## src/rtl/tsp_pkg.sv

```systemverilog
// Shared types for the timer with shared prescaler.
// Assumes the prescaler width is a power of two.
package tsp_pkg;
    localparam int PRE_BITS = 8;
    localparam int RATIO_W  = $clog2(PRE_BITS);
    localparam int CFG_W    = RATIO_W + 3;

    typedef struct packed {
        logic               edge_fall;  // 1: count falling pin edges
        logic               src_ext;    // 1: external pin is the source
        logic               to_wdt;     // 1: prescaler owned by watchdog
        logic [RATIO_W-1:0] ratio;      // prescale select
    } cfg_t;

    localparam cfg_t CFG_RESET = '{edge_fall: 1'b0, src_ext: 1'b0,
                                   to_wdt: 1'b1, ratio: '1};
endpackage

```

## src/rtl/tsp_ext_sync.sv

```systemverilog
// External pin synchronizer with polarity select and edge detector.
// Output lvl is the synchronized pin, inverted when falling edges are
// selected. rise pulses for one clock when lvl goes high.
// Assumes STAGES >= 2.
module tsp_ext_sync #(
    parameter int STAGES = 2
) (
    input  logic clk,
    input  logic rst_n,
    input  logic pin,
    input  logic fall_sel,
    output logic lvl,
    output logic rise
);
    logic [STAGES-1:0] sync_q;
    logic              lvl_d;

    // Shift the asynchronous pin through the synchronizer chain.
    always_ff @(posedge clk) begin
        if (!rst_n) sync_q <= '0;
        else        sync_q <= {sync_q[STAGES-2:0], pin};
    end

    assign lvl = sync_q[STAGES-1] ^ fall_sel;

    // Remember the previous level for edge detection.
    always_ff @(posedge clk) begin
        if (!rst_n) lvl_d <= 1'b0;
        else        lvl_d <= lvl;
    end

    assign rise = lvl & ~lvl_d;
endmodule

```

## src/rtl/tsp_prescaler.sv

```systemverilog
// Shared prescaler / postscaler counter.
// Owned by the timer (to_wdt = 0): it counts timer source events and
// exposes tap = cnt[ratio], which divides by 2^(ratio+1). Owned by the
// watchdog: it counts wdt_tick_in and passes one tick per 2^ratio.
// The owner's clear strobe zeroes the count.
// Assumes the event strobes are one clock wide.
module tsp_prescaler #(
    parameter int PW = 8,
    parameter int RW = $clog2(PW)
) (
    input  logic          clk,
    input  logic          rst_n,
    input  logic          to_wdt,
    input  logic [RW-1:0] ratio,
    input  logic          tmr_evt,
    input  logic          tmr_wr,
    input  logic          wdt_tick_in,
    input  logic          wdt_clr,
    output logic          tap,
    output logic          wdt_tick_out
);
    logic [PW-1:0] cnt;
    logic [PW-1:0] mask;
    logic          step;
    logic          clear;
    logic          post_hit;

    // Route the owner's count and clear strobes to the counter.
    always_comb begin
        step  = to_wdt ? wdt_tick_in : tmr_evt;
        clear = to_wdt ? wdt_clr     : tmr_wr;
    end

    // Low ratio bits all ones marks the last tick of a postscale period.
    always_comb begin
        mask     = (PW'(1) << ratio) - PW'(1);
        post_hit = ((cnt & mask) == mask);
    end

    // Prescale counter: clear has priority over a count step.
    always_ff @(posedge clk) begin
        if (!rst_n)     cnt <= '0;
        else if (clear) cnt <= '0;
        else if (step)  cnt <= cnt + PW'(1);
    end

    assign tap = cnt[ratio];

    // Registered watchdog output; 1:1 while the timer owns the counter.
    always_ff @(posedge clk) begin
        if (!rst_n) wdt_tick_out <= 1'b0;
        else        wdt_tick_out <= wdt_tick_in & (~to_wdt | post_hit);
    end
endmodule

```

## src/rtl/tsp_q_sampler.sv

```systemverilog
// Samples the count signal on Q2 and Q4 edges. A low-to-high change
// seen at either sample requests one timer step on the Q4 edge.
// Assumes ph_q2 and ph_q4 are never high together.
module tsp_q_sampler (
    input  logic clk,
    input  logic rst_n,
    input  logic ph_q2,
    input  logic ph_q4,
    input  logic sig,
    output logic inc_req
);
    logic smp;
    logic pend;
    logic rise;

    assign rise = sig & ~smp;

    // Hold the last sampled level between sample points.
    always_ff @(posedge clk) begin
        if (!rst_n)              smp <= 1'b0;
        else if (ph_q2 || ph_q4) smp <= sig;
    end

    // Carry a rise seen at Q2 over to the following Q4.
    always_ff @(posedge clk) begin
        if (!rst_n)             pend <= 1'b0;
        else if (ph_q4)         pend <= 1'b0;
        else if (ph_q2 && rise) pend <= 1'b1;
    end

    assign inc_req = ph_q4 & (pend | rise);
endmodule

```

## src/rtl/tsp_timer_core.sv

```systemverilog
// Timer register with write load, a post-write hold of HOLD Q4 edges,
// wrap-around and a one-cycle overflow pulse.
// Assumes inc_req is only high on Q4 edges.
module tsp_timer_core #(
    parameter int TW   = 8,
    parameter int HOLD = 2
) (
    input  logic          clk,
    input  logic          rst_n,
    input  logic          inc_req,
    input  logic          ph_q4,
    input  logic          wr,
    input  logic [TW-1:0] wdata,
    output logic [TW-1:0] value,
    output logic          ovf
);
    localparam int HW = $clog2(HOLD + 1);

    logic [HW-1:0] hold;
    logic          step_ok;

    assign step_ok = inc_req && (hold == '0);

    // Timer value: a write wins over a step.
    always_ff @(posedge clk) begin
        if (!rst_n)       value <= '0;
        else if (wr)      value <= wdata;
        else if (step_ok) value <= value + TW'(1);
    end

    // Count down the write hold once per Q4 edge.
    always_ff @(posedge clk) begin
        if (!rst_n)                     hold <= '0;
        else if (wr)                    hold <= HW'(HOLD);
        else if (ph_q4 && hold != '0)   hold <= hold - HW'(1);
    end

    // Overflow pulse on the wrap step.
    always_ff @(posedge clk) begin
        if (!rst_n) ovf <= 1'b0;
        else        ovf <= !wr && step_ok && (value == '1);
    end
endmodule

```

## src/rtl/timer8_shared_scaler.sv

```systemverilog
// Top: 8-bit timer with shared prescaler and phase-sampled clock input.
// Holds the control register and routes the count source. The internal
// source at 1:1 steps directly on Q4. Every other mode goes through the
// Q2/Q4 sampler.
// Assumes ph_q2/ph_q4 come from a free-running four-phase sequencer.
module timer8_shared_scaler
    import tsp_pkg::*;
#(
    parameter int TMR_W       = 8,
    parameter int SYNC_STAGES = 2,
    parameter int WR_HOLD     = 2
) (
    input  logic             clk,
    input  logic             rst_n,
    input  logic             ph_q2,
    input  logic             ph_q4,
    input  logic             ext_clk_in,
    input  logic             ctrl_wr,
    input  logic [CFG_W-1:0] ctrl_data,
    input  logic             tmr_wr,
    input  logic [TMR_W-1:0] tmr_wdata,
    input  logic             wdt_tick_in,
    input  logic             wdt_clr,
    output logic             wdt_tick_out,
    output logic [TMR_W-1:0] tmr_value,
    output logic             tmr_ovf
);
    cfg_t cfg;
    logic ext_lvl;
    logic ext_rise;
    logic src_evt;
    logic tap;
    logic smp_sig;
    logic smp_inc;
    logic inc_req;

    // Control register.
    always_ff @(posedge clk) begin
        if (!rst_n)       cfg <= CFG_RESET;
        else if (ctrl_wr) cfg <= cfg_t'(ctrl_data);
    end

    tsp_ext_sync #(.STAGES(SYNC_STAGES)) u_sync (
        .clk      (clk),
        .rst_n    (rst_n),
        .pin      (ext_clk_in),
        .fall_sel (cfg.edge_fall),
        .lvl      (ext_lvl),
        .rise     (ext_rise)
    );

    // One source event per instruction cycle or per selected pin edge.
    always_comb begin
        src_evt = cfg.src_ext ? ext_rise : ph_q4;
    end

    tsp_prescaler #(.PW(PRE_BITS), .RW(RATIO_W)) u_pre (
        .clk          (clk),
        .rst_n        (rst_n),
        .to_wdt       (cfg.to_wdt),
        .ratio        (cfg.ratio),
        .tmr_evt      (src_evt),
        .tmr_wr       (tmr_wr),
        .wdt_tick_in  (wdt_tick_in),
        .wdt_clr      (wdt_clr),
        .tap          (tap),
        .wdt_tick_out (wdt_tick_out)
    );

    // Sampler input: prescaler tap when owned, raw pin level otherwise.
    always_comb begin
        smp_sig = cfg.to_wdt ? ext_lvl : tap;
    end

    tsp_q_sampler u_smp (
        .clk     (clk),
        .rst_n   (rst_n),
        .ph_q2   (ph_q2),
        .ph_q4   (ph_q4),
        .sig     (smp_sig),
        .inc_req (smp_inc)
    );

    // Internal 1:1 bypasses the sampler; all other modes use it.
    always_comb begin
        inc_req = (cfg.to_wdt && !cfg.src_ext) ? ph_q4 : smp_inc;
    end

    tsp_timer_core #(.TW(TMR_W), .HOLD(WR_HOLD)) u_core (
        .clk     (clk),
        .rst_n   (rst_n),
        .inc_req (inc_req),
        .ph_q4   (ph_q4),
        .wr      (tmr_wr),
        .wdata   (tmr_wdata),
        .value   (tmr_value),
        .ovf     (tmr_ovf)
    );
endmodule

```

## config.mk

```make
export PLATFORM = sky130hd
export DESIGN_NAME = timer8_shared_scaler
export DESIGN_NICKNAME = d
export VERILOG_FILES = /design/src/rtl/tsp_pkg.sv /design/src/rtl/tsp_ext_sync.sv /design/src/rtl/tsp_prescaler.sv /design/src/rtl/tsp_q_sampler.sv /design/src/rtl/tsp_timer_core.sv /design/src/rtl/timer8_shared_scaler.sv
export SDC_FILE = /design/constraint.sdc
export NUM_CORES = 1
export LEC_CHECK = 0
export BUFFER_PORTS_ARGS = -buffer_cell sky130_fd_sc_hd__buf_2
export CORE_UTILIZATION = 30
export CTS_CLUSTER_DIAMETER = 80
export CTS_CLUSTER_SIZE = 30
export DETAILED_ROUTE_END_ITERATION = 10
export PLACE_DENSITY_LB_ADDON = 0.25
export SKIP_CTS_REPAIR_TIMING = 1
export SYNTH_ARGS = -nofsm -noshare
export SYNTH_HDL_FRONTEND = slang
export SYNTH_HIERARCHICAL = 1
export SYNTH_SLANG_ARGS = --single-unit
export TNS_END_PERCENT = 10
```

## constraint.sdc

```tcl
create_clock -name clk -period 4.53 [get_ports clk]
set_input_delay 0.453 -clock clk [delete_from_list [all_inputs] [get_ports clk]]
set_output_delay 0.453 -clock clk [all_outputs]
set_load 0.1 [all_outputs]
```

After elaboration in Yosys (flattened, before gate mapping):

Index checks and enable logic that the tools add are counted.

* flip-flop bits (word level): 31
* latch bits: 0
* memory bits (writable): 0
* memory bits (read-only): 0
* input port bits: 23
* output and inout bits: 10
* logic and storage cells: 61
* memories kept: 0

* add/sub/neg operators: 4
* $mul: 0
* div/mod/pow operators: 0
* magnitude comparators: 1
* equality and inequality tests: 2
* shifts and indexed selects: 1
* mux-type cells: 11
* bitwise gates (word level): 12
* reductions and logical operators: 16

Operators by type and width (count)
* $add 8x1->8 const B: 2
* $mux 8: 2
* $and 8x8->8: 1
* $eq 8x8->1: 1
* $eq 8x8->1 const B: 1
* $shl 1x3->8 const A: 1
* $sub 8x2->8 const B: 1
* $logic_and 1x1->1: 6
* $mux 1: 6
* $reduce_bool 2->1: 3
* $reduce_or 2->1: 3
* $and 1x1->1: 4
* $lt 3x4->1 const B: 1
* $mux 2: 2
* $not 1->1: 4
* $bmux 1 s3: 1
* $logic_not 1->1: 2
* $logic_not 2->1: 1
* $or 1x1->1: 2
* $sub 2x1->2 const B: 1
* $logic_or 1x1->1: 1
* $xor 1x1->1: 1

Depth between registers and ports, before layout:

* depth after elaboration: 10
* mapped depth: 10
* mapped depth without buffers: 9

By module:

Netlist, hierarchy kept.

By module, submodules not included
* tsp_prescaler: instances 1, cells each 77, area an instance 664.4 um^2, seq. area each 180.2 um^2
* tsp_timer_core: instances 1, cells each 66, area an instance 584.3 um^2, seq. area each 220.2 um^2
* timer8_shared_scaler: instances 1, cells each 23, area an instance 266.5 um^2, seq. area each 120.1 um^2
* tsp_ext_sync: instances 1, cells each 8, area an instance 97.6 um^2, seq. area each 60.1 um^2
* tsp_q_sampler: instances 1, cells each 11, area an instance 97.6 um^2, seq. area each 40.0 um^2

Least setup slack after synthesis:

Ideal clock, no wire load.

* path type: flip-flop to flip-flop
* start: reg cfg[0] (netlist name)
* end: reg u_core.value[7]
* library setup time: 122 ps
* data arrival time: 2676 ps
* required time: 4408 ps
* setup slack: 1733 ps
* cell stages (with the launch flop): 11
* buffers on the path: 1
* clock period less this slack: 2797 ps
* path through: dfxtp_1 > clkbuf_1 > mux4_2 > mux2_2 > mux2_2 > nand2b_1 > a21boi_0 > mux2_4 > and4b_1 > nor2b_1 > a221o_1

* word-level cells in the longest chain between the ends: 9

Ends and longest elaborated chain
* start, declared: line timer8_shared_scaler.sv:28 `cfg_t cfg;`
* start signal, assigned: line timer8_shared_scaler.sv:40 `else if (ctrl_wr) cfg <= cfg_t'(ctrl_data);`
* $bmux 1 s3: line tsp_prescaler.sv:47 `assign tap = cnt[ratio];`
* $mux 1 (implied by the code): line tsp_prescaler.sv:47
* net tap: line timer8_shared_scaler.sv:32 `logic tap;`
* $mux 1: line timer8_shared_scaler.sv:72 `smp_sig = cfg.to_wdt ? ext_lvl : tap;`
* net smp_sig: line timer8_shared_scaler.sv:33 `logic smp_sig;`
* $and 1x1->1: line tsp_q_sampler.sv:16 `assign rise = sig & ~smp;`
* $or 1x1->1: line tsp_q_sampler.sv:31 `assign inc_req = ph_q4 & (pend | rise);`
* $and 1x1->1: line tsp_q_sampler.sv:31
* net smp_inc: line timer8_shared_scaler.sv:34 `logic smp_inc;`
* $mux 1: line timer8_shared_scaler.sv:86 `inc_req = (cfg.to_wdt && !cfg.src_ext) ? ph_q4 : smp_inc;`
* net inc_req: line timer8_shared_scaler.sv:35 `logic inc_req;`
* $logic_and 1x1->1: line tsp_timer_core.sv:22 `assign step_ok = inc_req && (hold == '0);`
* $reduce_bool 2->1 (no source line)
* end signal, assigned: line tsp_timer_core.sv:27 `else if (wr) value <= wdata;`
* end signal, assigned: line tsp_timer_core.sv:28 `else if (step_ok) value <= value + TW'(1);`
* end, declared: line tsp_timer_core.sv:14 `output logic [TW-1:0] value,`

The timed path passes the listed nets, and every way through them passes these cells. The select of a mux whose other input is x is not followed.
A chain may end at the register's enable or synchronous reset.

Worst setup path after layout:

* start: reg cfg[0] (netlist name)
* end: reg u_core.value[1]

Same word-level chain as after synthesis.

==> impl_metrics.tcl <==
set metrics [dict create \
    dieHeight_microns 77.5 \
    ant_nets 0 \
    vdd.ir_drop.worst_mv 0.150 \
    path_common_cell "mux2_2" \
    r2r_slack_ns 1.66 \
    synth_area_sq_um 1710 \
    place_area_sq_um 1890 \
    grt_max_degree 26 \
    setup_viol 0 \
    syn_nets 212 \
    clock-sinks 31 \
    max_slew.worst_pin.slew_ns 0.489 \
    nets 242 \
    combinationalPowerShare_pct 16.8 \
    r2r_start "cfg[0]$_SDFFE_PN1P_" \
    hold_path.startpoint "ext_clk_in" \
    switching_share_pct 28.2 \
    clock_latency_ns 0.28 \
    cellLeakagePower_nw 0.859 \
    routed_wl_microns 3480 \
    path_class "reg -> reg" \
    crit_path_end_kind "flop" \
    cpPeakStageDelay_ns 0.56 \
    fp.dieW_microns 77.5 \
    dp_hpwl_microns 2440 \
    cts-root-buf "clkbuf_8" \
    final_cell_mix "buf_2, dfxtp_1, nand2_1" \
    ys_ff_latch 31 \
    row_count 27 \
    hold_path.class "in -> reg" \
    synth_cell_type_count 48 \
    synth_cells 185 \
    required_ns 4.71 \
    dr.first_iter.drc_count 79 \
    grt_pass1_wl_microns 6130 \
    status "finished clean" \
    dr.pass1.iters 4 \
    hold_viol_final 0 \
    synth_edf_count 0 \
    syn_avg_cell_area_sq_um 9.25 \
    vias 1373 \
    p_per_area_nw_per_um2 350 \
    cp-endpoint "u_core/value[1]$_SDFFE_PN0P_" \
    drive_gt1_share_pct 25.9 \
    yosys_warnings 6 \
    slew-limit-headroom_pct 67.6 \
    core_area_sq_um 5510 \
    path_clk_slew_ns 0.07 \
    io_buffers 32 \
    routedWlPerCell_microns 12.1 \
    start_util_pct 31.1 \
    diodes 0 \
    p_sw_w 0.000198 \
    p_seq_share_pct 43.0 \
    cp_data_arrival_time_ns 3.05 \
    timing.hold.ws_ns 0.370 \
    grt_pass1_vias 1262 \
    r2r-end "u_core/value[1]$_SDFFE_PN0P_" \
    cts_tree "done" \
    setup_tns_ns 0 \
    cts_max_path_buffers 2 \
    rsz0062_at_grt "no" \
    fin_crit_ns 2.87 \
    cp-start-kind "flop" \
    gp_congestion 0.806 \
    gr-total-overflow 0 \
    drc 0 \
    worst_path_max_delay_cell "mux4_2" \
    crit_chain "mux4_2 -> mux2_2 -> mux2_2 -> nand2b_1 -> a21boi_0 -> mux2_4 -> nand2_1 -> mux2_2 -> o211a_1" \
    reg2reg_depth 9 \
    worstPathMaxFanout 9 \
    max_freq_mhz 348 \
    final_area_sq_um 2010 \
    numCtsBuffers 5 \
    fin_skew_ns 0.00717 \
    clkPwrFrac_pct 40.3 \
    grt_usage_pct 12.8 \
    critPathLaunch "cfg[0]$_SDFFE_PN1P_" \
    antenna_found_initial 0 \
    synthFlopType "dfxtp_1" \
    dieArea_sq_um 6010 \
    io_pins 33 \
    cap_violations 0 \
    via_per_inst 4.77 \
    final_common_cell "buf_2" \
    synth-async-reset-ratio_pct 0 \
    syn2layout_area_growth_pct 17.5 \
    intPower_w 0.000505 \
    min_period_over_period_pct 63.4 \
    slew_viol_final 0 \
    htree_num_levels 2 \
    yosysSeqAreaShare_pct 36.3 \
]
flip-flops by register name (all words and copies together), names as in the netlist:
register	flops
u_sync/lvl_d	1
u_core/value	8
cfg	6
u_smp/pend	1
u_sync/sync_q	2
u_pre/wdt_tick_out	1
u_core/ovf	1
u_pre/cnt	8
u_core/hold	2
u_smp/smp	1
worst min-delay path by stage:
stage	slack, ns	cells past startpoint	endpoint
2_1_floorplan	0.41	1	u_sync/sync_q[1]$_SDFF_PN0_
6_report	0.37	2	u_sync/sync_q[0]$_SDFF_PN0_
3_5_place_dp	0.43	1	u_sync/sync_q[1]$_SDFF_PN0_
4_1_cts	0.36	2	u_sync/sync_q[0]$_SDFF_PN0_
5_1_grt	0.37	2	u_sync/sync_q[0]$_SDFF_PN0_
3_3_place_gp	0.42	1	u_sync/sync_q[1]$_SDFF_PN0_
final cells by class:
| type | instances | area [sq um] |
|---|---|---|
| clock buffers | 6 | 82.6 |
| clock inverters | 2 | 35.0 |
| fillers | 567 | 3500 |
| inverters | 8 | 30.0 |
| multi-input cells | 137 | 991 |
| flip-flops and latches | 31 | 621 |
| well taps | 72 | 90.1 |
| repair buffers | 32 | 160 |
power by group through the flow:
stage | registers (W) | clock network [W] | logic (W)
3_3_place_gp | 0.000308 | 0 | 0.000118
4_1_cts | 0.000302 | 0.000294 | 0.000119
3_5_place_dp | 0.000308 | 0 | 0.000118
2_1_floorplan | 0.000341 | 0 | 0.0000582
6_report | 0.000302 | 0.000283 | 0.000118
5_1_grt | 0.000304 | 0.000304 | 0.000128
kinds of logic after synthesis:
| group | count (synthesis) | share of synthesized area (%) |
|---|---|---|
| fa+ha+maj | 4 | 2.93 |
| flops | 31 | 36.3 |
| compound gates | 35 | 13.6 |
| mux | 17 | 12.3 |
| buf+inv | 17 | 5.78 |
| simple gates | 71 | 24.0 |
| xor+xnor | 10 | 5.12 |
cell usage after synthesis, types with 5 or more instances:
| master | instances | area share (%) |
|---|---|---|
| mux2i_1 | 9 | 5.3 |
| o21ai_0 | 12 | 3.5 |
| dfxtp_1 | 31 | 36 |
| inv_1 | 8 | 1.8 |
| or3_1 | 5 | 1.8 |
| xor2_1 | 6 | 3.1 |
| nand2_1 | 17 | 3.7 |
| nand4_1 | 5 | 1.8 |
| a21oi_1 | 6 | 1.8 |
| nor2_1 | 13 | 2.9 |
worst max-delay path: cells and delay by family (launching register included):
family          cells  cell delay (ns)
mux                 5             1.75
flops               1             0.54
compound gates      2             0.27
simple gates        2             0.20
through the flow:
step	setup WS, ns	utilization (%)	cells	power (W)
CTS	1.66	36.5	288	0.000715
detailed placement	1.69	34.4	280	0.000426
global route	1.52	36.5	288	0.000736
global placement	1.73	34.4	280	0.000426
floorplan	1.73	-	185	0.000399
finish	1.66	36.5	288	0.000703
layer usage:
layer / global-route usage (%) / vias to the layer above / routed length (microns)
met2: 20.4 / 28 / 1580
li1: - / 715 / -
met1: 16.5 / 626 / 1710
met5: 0 / - / 0
met3: 3.18 / 4 / 154
met4: 5.09 / 0 / 34
Power figures use the tool's default switching activity.
